File: src/rtl/udpx_pkg.sv
package udpx_pkg;

  localparam int ETH_BYTES = 14;
  localparam int IP_BYTES  = 20;
  localparam int UDP_BYTES = 8;
  localparam int IDX_BYTES = 4;
  localparam int PRE_BYTES = ETH_BYTES + IP_BYTES + UDP_BYTES + IDX_BYTES;
  localparam int PRE_BITS  = PRE_BYTES * 8;

  localparam logic [15:0] ETYPE_IPV4  = 16'h0800;
  localparam logic [15:0] IP_VER_TOS  = 16'h4500;
  localparam logic [15:0] IP_FLAGS    = 16'h4000;
  localparam logic [15:0] IP_TTL_PROT = 16'h4011;
  localparam logic [15:0] PROTO_UDP   = 16'h0011;
  localparam logic [15:0] UDP_FIXED   = 16'(UDP_BYTES + IDX_BYTES + 2);
  localparam logic [15:0] IP_FIXED    = 16'(IP_BYTES);

  typedef enum logic [1:0] {
    ST_IDLE = 2'd0,
    ST_RUN  = 2'd1,
    ST_GAP  = 2'd2
  } udpx_state_t;

  typedef struct packed {
    logic [47:0] dst_mac;
    logic [47:0] src_mac;
    logic [31:0] src_ip;
    logic [31:0] dst_ip;
    logic [15:0] src_port;
    logic [15:0] dst_port;
    logic [15:0] csum_const;
  } udpx_cfg_t;

  // ones'-complement 16-bit addition with end-around carry
  function automatic logic [15:0] oc_add(input logic [15:0] a, input logic [15:0] b);
    logic [16:0] s;
    s = {1'b0, a} + {1'b0, b};
    return s[15:0] + {15'd0, s[16]};
  endfunction

endpackage

File: src/rtl/udpx_hdr_sums.sv
module udpx_hdr_sums
  import udpx_pkg::*;
#(
  parameter int LEN_W = 12
) (
  input  logic             clk,
  input  logic             rst,
  input  logic [31:0]      src_ip,
  input  logic [31:0]      dst_ip,
  input  logic [15:0]      src_port,
  input  logic [15:0]      dst_port,
  input  logic [15:0]      csum_const,
  input  logic [LEN_W-1:0] pay_words,
  input  logic [31:0]      seq,
  output logic [15:0]      udp_len,
  output logic [15:0]      ip_len,
  output logic [15:0]      ip_csum_q,
  output logic [15:0]      seed_sum_q
);

  logic [15:0] ip_sum;
  logic [15:0] seed_sum;

  always_comb begin
    udp_len = 16'({pay_words, 1'b0}) + UDP_FIXED;
    ip_len  = udp_len + IP_FIXED;
  end

  // IPv4 header words, checksum slot counted as zero
  always_comb begin
    ip_sum = IP_VER_TOS;
    ip_sum = oc_add(ip_sum, ip_len);
    ip_sum = oc_add(ip_sum, seq[15:0]);
    ip_sum = oc_add(ip_sum, IP_FLAGS);
    ip_sum = oc_add(ip_sum, IP_TTL_PROT);
    ip_sum = oc_add(ip_sum, src_ip[31:16]);
    ip_sum = oc_add(ip_sum, src_ip[15:0]);
    ip_sum = oc_add(ip_sum, dst_ip[31:16]);
    ip_sum = oc_add(ip_sum, dst_ip[15:0]);
  end

  // pseudo-header, UDP header with the fixed field, packet index
  always_comb begin
    seed_sum = src_ip[31:16];
    seed_sum = oc_add(seed_sum, src_ip[15:0]);
    seed_sum = oc_add(seed_sum, dst_ip[31:16]);
    seed_sum = oc_add(seed_sum, dst_ip[15:0]);
    seed_sum = oc_add(seed_sum, PROTO_UDP);
    seed_sum = oc_add(seed_sum, udp_len);
    seed_sum = oc_add(seed_sum, src_port);
    seed_sum = oc_add(seed_sum, dst_port);
    seed_sum = oc_add(seed_sum, udp_len);
    seed_sum = oc_add(seed_sum, csum_const);
    seed_sum = oc_add(seed_sum, seq[31:16]);
    seed_sum = oc_add(seed_sum, seq[15:0]);
  end

  always_ff @(posedge clk) begin
    if (rst) begin
      ip_csum_q  <= '0;
      seed_sum_q <= '0;
    end else begin
      ip_csum_q  <= ~ip_sum;
      seed_sum_q <= seed_sum;
    end
  end

endmodule

File: src/rtl/udpx_hdr_mux.sv
module udpx_hdr_mux
  import udpx_pkg::*;
(
  input  udpx_cfg_t   cfg,
  input  logic [31:0] seq,
  input  logic [15:0] ip_len,
  input  logic [15:0] udp_len,
  input  logic [15:0] ip_csum,
  input  logic [5:0]  sel,
  output logic [7:0]  byte_o
);

  logic [PRE_BITS-1:0] hdr;
  logic [5:0]          rev;

  always_comb begin
    hdr = {cfg.dst_mac, cfg.src_mac, ETYPE_IPV4,
           IP_VER_TOS, ip_len, seq[15:0], IP_FLAGS, IP_TTL_PROT, ip_csum,
           cfg.src_ip, cfg.dst_ip,
           cfg.src_port, cfg.dst_port, udp_len, cfg.csum_const,
           seq};
    rev    = 6'(PRE_BYTES - 1) - sel;
    byte_o = hdr[{rev, 3'b000} +: 8];
  end

endmodule

File: src/rtl/udpx_csum_acc.sv
module udpx_csum_acc
  import udpx_pkg::*;
(
  input  logic        clk,
  input  logic        rst,
  input  logic        load,
  input  logic [15:0] load_val,
  input  logic        add,
  input  logic [15:0] add_val,
  output logic [15:0] trailer
);

  logic [15:0] sum_q;
  logic [15:0] need;

  always_ff @(posedge clk) begin
    if (rst)       sum_q <= '0;
    else if (load) sum_q <= load_val;
    else if (add)  sum_q <= oc_add(sum_q, add_val);
  end

  // word that brings the total to 0xFFFF; zero is sent as its other form
  always_comb begin
    need    = ~sum_q;
    trailer = (need == 16'h0000) ? 16'hFFFF : need;
  end

endmodule

File: src/rtl/udp_fixup_streamer.sv
module udp_fixup_streamer
  import udpx_pkg::*;
#(
  parameter int          LEN_W      = 12,
  parameter int          IFG_CYCLES = 12,
  parameter logic [15:0] FILL_WORD  = 16'h5A5A
) (
  input  logic             clk,
  input  logic             rst,
  input  logic [47:0]      cfg_dst_mac,
  input  logic [47:0]      cfg_src_mac,
  input  logic [31:0]      cfg_src_ip,
  input  logic [31:0]      cfg_dst_ip,
  input  logic [15:0]      cfg_src_port,
  input  logic [15:0]      cfg_dst_port,
  input  logic [15:0]      cfg_csum_const,
  input  logic [LEN_W-1:0] cfg_pay_words,
  input  logic [15:0]      in_data,
  input  logic             in_valid,
  output logic             in_ready,
  output logic [7:0]       out_data,
  output logic             out_valid,
  output logic             out_sof,
  output logic             out_eof,
  output logic             underrun
);

  localparam int POS_W = LEN_W + 2;
  localparam int GAP_W = $clog2(IFG_CYCLES + 1);
  localparam logic [POS_W-1:0] PAY_POS = POS_W'(PRE_BYTES);

  udpx_state_t      state_q;
  logic [POS_W-1:0] pos_q;
  logic [GAP_W-1:0] gap_q;
  udpx_cfg_t        cfg_q;
  logic [LEN_W-1:0] words_q;
  logic [31:0]      seq_q;
  logic [7:0]       lo_q;

  logic [POS_W-1:0] trl_pos;
  logic [POS_W-1:0] last_pos;
  logic             in_hdr;
  logic             in_pay;
  logic             hi_slot;
  logic [15:0]      word;
  logic [7:0]       hdr_byte;
  logic [7:0]       next_byte;
  logic [15:0]      udp_len;
  logic [15:0]      ip_len;
  logic [15:0]      ip_csum;
  logic [15:0]      seed_sum;
  logic [15:0]      trailer;
  logic             acc_load;

  always_comb begin
    trl_pos  = PAY_POS + POS_W'({words_q, 1'b0});
    last_pos = trl_pos + POS_W'(1);
    in_hdr   = (state_q == ST_RUN) && (pos_q < PAY_POS);
    in_pay   = (state_q == ST_RUN) && (pos_q >= PAY_POS) && (pos_q < trl_pos);
    hi_slot  = in_pay && !pos_q[0];
    word     = in_valid ? in_data : FILL_WORD;
    acc_load = (state_q == ST_RUN) && (pos_q == POS_W'(1));
  end

  assign in_ready = hi_slot;

  udpx_hdr_sums #(.LEN_W(LEN_W)) u_sums (
    .clk        (clk),
    .rst        (rst),
    .src_ip     (cfg_q.src_ip),
    .dst_ip     (cfg_q.dst_ip),
    .src_port   (cfg_q.src_port),
    .dst_port   (cfg_q.dst_port),
    .csum_const (cfg_q.csum_const),
    .pay_words  (words_q),
    .seq        (seq_q),
    .udp_len    (udp_len),
    .ip_len     (ip_len),
    .ip_csum_q  (ip_csum),
    .seed_sum_q (seed_sum)
  );

  udpx_hdr_mux u_mux (
    .cfg     (cfg_q),
    .seq     (seq_q),
    .ip_len  (ip_len),
    .udp_len (udp_len),
    .ip_csum (ip_csum),
    .sel     (pos_q[5:0]),
    .byte_o  (hdr_byte)
  );

  udpx_csum_acc u_acc (
    .clk      (clk),
    .rst      (rst),
    .load     (acc_load),
    .load_val (seed_sum),
    .add      (hi_slot),
    .add_val  (word),
    .trailer  (trailer)
  );

  always_comb begin
    if (in_hdr)                next_byte = hdr_byte;
    else if (in_pay)           next_byte = pos_q[0] ? lo_q : word[15:8];
    else if (pos_q == trl_pos) next_byte = trailer[15:8];
    else                       next_byte = trailer[7:0];
  end

  always_ff @(posedge clk) begin
    if (rst) begin
      state_q   <= ST_IDLE;
      pos_q     <= '0;
      gap_q     <= '0;
      cfg_q     <= '0;
      words_q   <= '0;
      seq_q     <= '0;
      lo_q      <= '0;
      underrun  <= 1'b0;
      out_data  <= '0;
      out_valid <= 1'b0;
      out_sof   <= 1'b0;
      out_eof   <= 1'b0;
    end else begin
      if (hi_slot) lo_q <= word[7:0];
      if (hi_slot && !in_valid) underrun <= 1'b1;
      case (state_q)
        ST_IDLE: begin
          out_valid <= 1'b0;
          out_sof   <= 1'b0;
          out_eof   <= 1'b0;
          if (in_valid) begin
            state_q <= ST_RUN;
            pos_q   <= '0;
            words_q <= cfg_pay_words;
            cfg_q   <= '{dst_mac: cfg_dst_mac, src_mac: cfg_src_mac,
                         src_ip: cfg_src_ip, dst_ip: cfg_dst_ip,
                         src_port: cfg_src_port, dst_port: cfg_dst_port,
                         csum_const: cfg_csum_const};
          end
        end
        ST_RUN: begin
          out_data  <= next_byte;
          out_valid <= 1'b1;
          out_sof   <= (pos_q == '0);
          out_eof   <= (pos_q == last_pos);
          if (pos_q == last_pos) begin
            state_q <= ST_GAP;
            gap_q   <= '0;
            seq_q   <= seq_q + 32'd1;
          end else begin
            pos_q <= pos_q + POS_W'(1);
          end
        end
        default: begin
          out_valid <= 1'b0;
          out_sof   <= 1'b0;
          out_eof   <= 1'b0;
          gap_q     <= gap_q + GAP_W'(1);
          if (gap_q == GAP_W'(IFG_CYCLES - 1)) state_q <= ST_IDLE;
        end
      endcase
    end
  end

endmodule

File: config.mk
export PLATFORM = sky130hd
export DESIGN_NAME = udp_fixup_streamer
export DESIGN_NICKNAME = d
export VERILOG_FILES = /design/src/rtl/udpx_pkg.sv /design/src/rtl/udpx_hdr_sums.sv /design/src/rtl/udpx_hdr_mux.sv /design/src/rtl/udpx_csum_acc.sv /design/src/rtl/udp_fixup_streamer.sv
export SDC_FILE = /design/constraint.sdc
export NUM_CORES = 2
export LEC_CHECK = 0
export BUFFER_PORTS_ARGS = -buffer_cell sky130_fd_sc_hd__clkbuf_2
export CAP_MARGIN = 40
export CORE_MARGIN = 4
export CORE_UTILIZATION = 30
export CTS_BUF_LIST = sky130_fd_sc_hd__clkbuf_16
export CTS_CLUSTER_SIZE = 14
export DETAILED_ROUTE_END_ITERATION = 7
export PLACE_DENSITY_LB_ADDON = 0.12
export SLEW_MARGIN = 20
export SYNTH_ARGS = -nofsm -noshare
export SYNTH_HDL_FRONTEND = slang
export SYNTH_HIERARCHICAL = 1
export SYNTH_SLANG_ARGS = --single-unit
File: constraint.sdc
create_clock -name clk -period 61.2 [get_ports clk]
set_clock_uncertainty 0.15 [all_clocks]
set_input_delay 9.18 -clock clk [delete_from_list [all_inputs] [get_ports clk]]
set_output_delay 9.18 -clock clk [all_outputs]
set_load 0.03 [all_outputs]
==> key figures <==
CTS
  – Cts bufs inserted: 43
  – TritonCTS Sinks: 340
  – CTS tree: done
  – Clk buf depth: 3
  – Cts hold-fix bufs: 0
  – Resize count post-CTS: 0
  – Clk Latency, worst-skew pair: 0.61 ns
  – CTS root buffer: clkbuf_16
  – # H-tree levels: 2
  – CTS clk-pin slew, worst paths: 0.06 ns
  – Post CTS Setup Buffer Count: 0

Floorplan
  – Placeable Area: 108000 µm²
  – FP Rows: 120
  – # IOs: 252
  – Starting Density: 30.4%
  – Die width: 338 µm
  – Die ar.: 115000 µm²
  – Die Span Y: 338 µm

Synth
  – Async S/R FF share, synth: 0%
  – Post-Syn Area per Cell: 7.87 µm²
  – Synth Instances: 4165
  – Largest cells by area after synthesis: dfxtp_1 21%, ha_1 12%, nand2_1 7.5%
  – Synth cell types: 115
  – Synth cell count leaders: 653 x nand2_1, 416 x a21oi_1, 340 x dfxtp_1
  – Most numerous cell in the Yosys netlist: nand2_1
  – Synthesized area: 32800 µm²
  – Sequential area share after synthesis: 20.8%
  – Post-synth EDFFs: 0
  – Yosys top cell by area: dfxtp_1
  – Synth warn: 6
  – Share of the synthesized area in the top cell type: 20.8%
  – #FFs+latches synth: 340
  – Predominant post-synthesis flop cell: dfxtp_1

Global route
  – GR Overflow Total: 0
  – Tot GR Track Use: 19.1%
  – First-pass GRT wire length: 174 mm
  – Vias in the first global route: 29.0k
  – Initial antenna violation count: 4
  – Largest net degree at the start of global routing: 126

Placement
  – GPL Wtd Cong: 0.874
  – Port Buf Inserts: 251
  – DPL Wire Length: 91.2 mm
  – Pre-CTS setup slack: 29.16 ns
  – DP Area: 35400 µm²

STA
  – Period minus WS final: 32.18 ns
  – # setup viols final: 0
  – Fin. Hold Viols: 0
  – Max-slew headroom: 40.3%
  – Slew Viols, Final: 0
  – RSZ-0062 raised after global routing: false
  – Setup TNS: 0 ns
  – Final period utilization: 52.6%
  – Fin worst setup slack: 29.02 ns
  – Tightest Pin Transition: 0.873 ns
  – F_max: 31.1 MHz

Hold path
  – Worst hold path class: register to register

Routing
  – Initial DRT Pass Iterations: 7
  – # DRC: 0
  – Routed Antenna Nets: 0
  – Vias per inst: 5.22
  – Via count: 30.1k
  – Final wirelength: 114 mm
  – WL per Instance: 19.8 µm
  – DRT iter0 DRCs: 1644

Finish
  – Area growth syn-to-layout: 12.3%
  – Layout cells sized above 1: 11.6%
  – Fillers: 11.6k
  – Final Cell Area: 36800 µm²
  – Register area: 6810 µm²
  – Multi-input logic area: 24700 µm²
  – Final-stage net count: 4912

Worst setup path
  – WS Path Type: register to register
  – Worst path slowest cell: a2111oi_0
  – Setup crit end kind: register
  – Worst EP required: 61.51 ns
  – Crit-path most repeated cell: ha_1
  – Slowest stage delay, CP: 0.69 ns
  – Critical Path AT: 32.49 ns
  – Worst Path Max Fanout: 7
  – Crit start category: register

Status
  – Status: complete, no violations

Flow run
  – Max cap viols: 0
==> cell type report <==
| class | count | share of cell area, % |
|---|---|---|
| diodes | 1 | 0.00680 |
| clock buffers | 43 | 2.92 |
| clock inverters | 34 | 0.728 |
| inverters | 157 | 1.60 |
| multi-input cells | 3504 | 67.1 |
| flip-flops and latches | 340 | 18.5 |
| well taps | 1403 | 4.77 |
| repair buffers | 284 | 4.39 |
==> registers in the layout (all words and copies together) (netlist names), 8 cells and up <==
register	flops
words_q	12
u_sums/ip_csum_q	16
u_acc/sum_q	16
u_sums/seed_sum_q	16
cfg_q	208
out_data	8
seq_q	32
pos_q	14
lo_q	8
==> worst max-delay path: cells and delay by family, from the launching register on <==
kind                     cells  cell delay (ns)
flip-flops                   1             0.38
AO/OA/AOI/OAI               88            17.93
adder cells (fa/ha/maj)     33             9.33
buffers and inverters        1             0.05
AND/OR/NAND/NOR             20             3.38
XOR/XNOR                     5             0.83
==> stage by stage <==
stage | hold WS (ns) | utilization, % | std cells
floorplan | 0.276 | - | 4170
global placement | 0.291 | 32.7 | 5678
detailed placement | 0.293 | 32.8 | 5683
CTS | 0.302 | 34.0 | 5760
global route | 0.316 | 34.1 | 5766
finish | 0.297 | 34.1 | 5766
==> kinds of logic after synthesis <==
kind of cell / synth area share, %
flops: 20.8
other cells: 0.0229
xor+xnor: 14.3
compound gates: 18.5
mux: 5.63
simple gates: 23.2
buf+inv: 4.08
fa+ha+maj: 13.5
==> final timing paths <==
kind                                                      start                         endpoint  slack [ns]  depth (start not counted)
worst min-delay path            u_sums/seed_sum_q[7]$_SDFF_PP0_      u_acc/sum_q[7]$_SDFFE_PP0P_        0.30                          2
worst max register to register           cfg_q[96]$_SDFFE_PP0P_  u_sums/seed_sum_q[6]$_SDFF_PP0_       29.02                        147
worst max-delay path                     cfg_q[96]$_SDFFE_PP0P_  u_sums/seed_sum_q[6]$_SDFF_PP0_       29.02                        147
worst min register to register  u_sums/seed_sum_q[7]$_SDFF_PP0_      u_acc/sum_q[7]$_SDFFE_PP0P_        0.30                          2
==> placed cells by master (no fill, tap or decap), types with 46 or more instances in the layout <==
| cell type | count |
|---|---|
| a21oi_1 | 416 |
| nand4_1 | 59 |
| clkbuf_2 | 250 |
| nand3_1 | 151 |
| mux4_2 | 46 |
| nor3_1 | 92 |
| dfxtp_1 | 338 |
| xor2_1 | 253 |
| inv_1 | 162 |
| nor2_1 | 251 |
| mux2i_1 | 57 |
| o21ai_0 | 115 |
| nand2_1 | 652 |
| ha_1 | 326 |
| and3_1 | 74 |
| a21o_1 | 74 |
| xnor2_1 | 255 |
==> metal layers <==
metal  wire length, µm  vias up  part of all wire [%]  GRT usage [%]
met4              2640        0                   2.3           4.53
met1             52300    14300                    46           25.2
met3              3880      111                   3.4           1.84
li1                  -    15200                     -              -
met5                 0        -                     0              0
met2             55300      487                    48           33.7
Power is not shown: default switching activity piles up to over one toggle a cycle in this logic, so the estimate is an artifact.
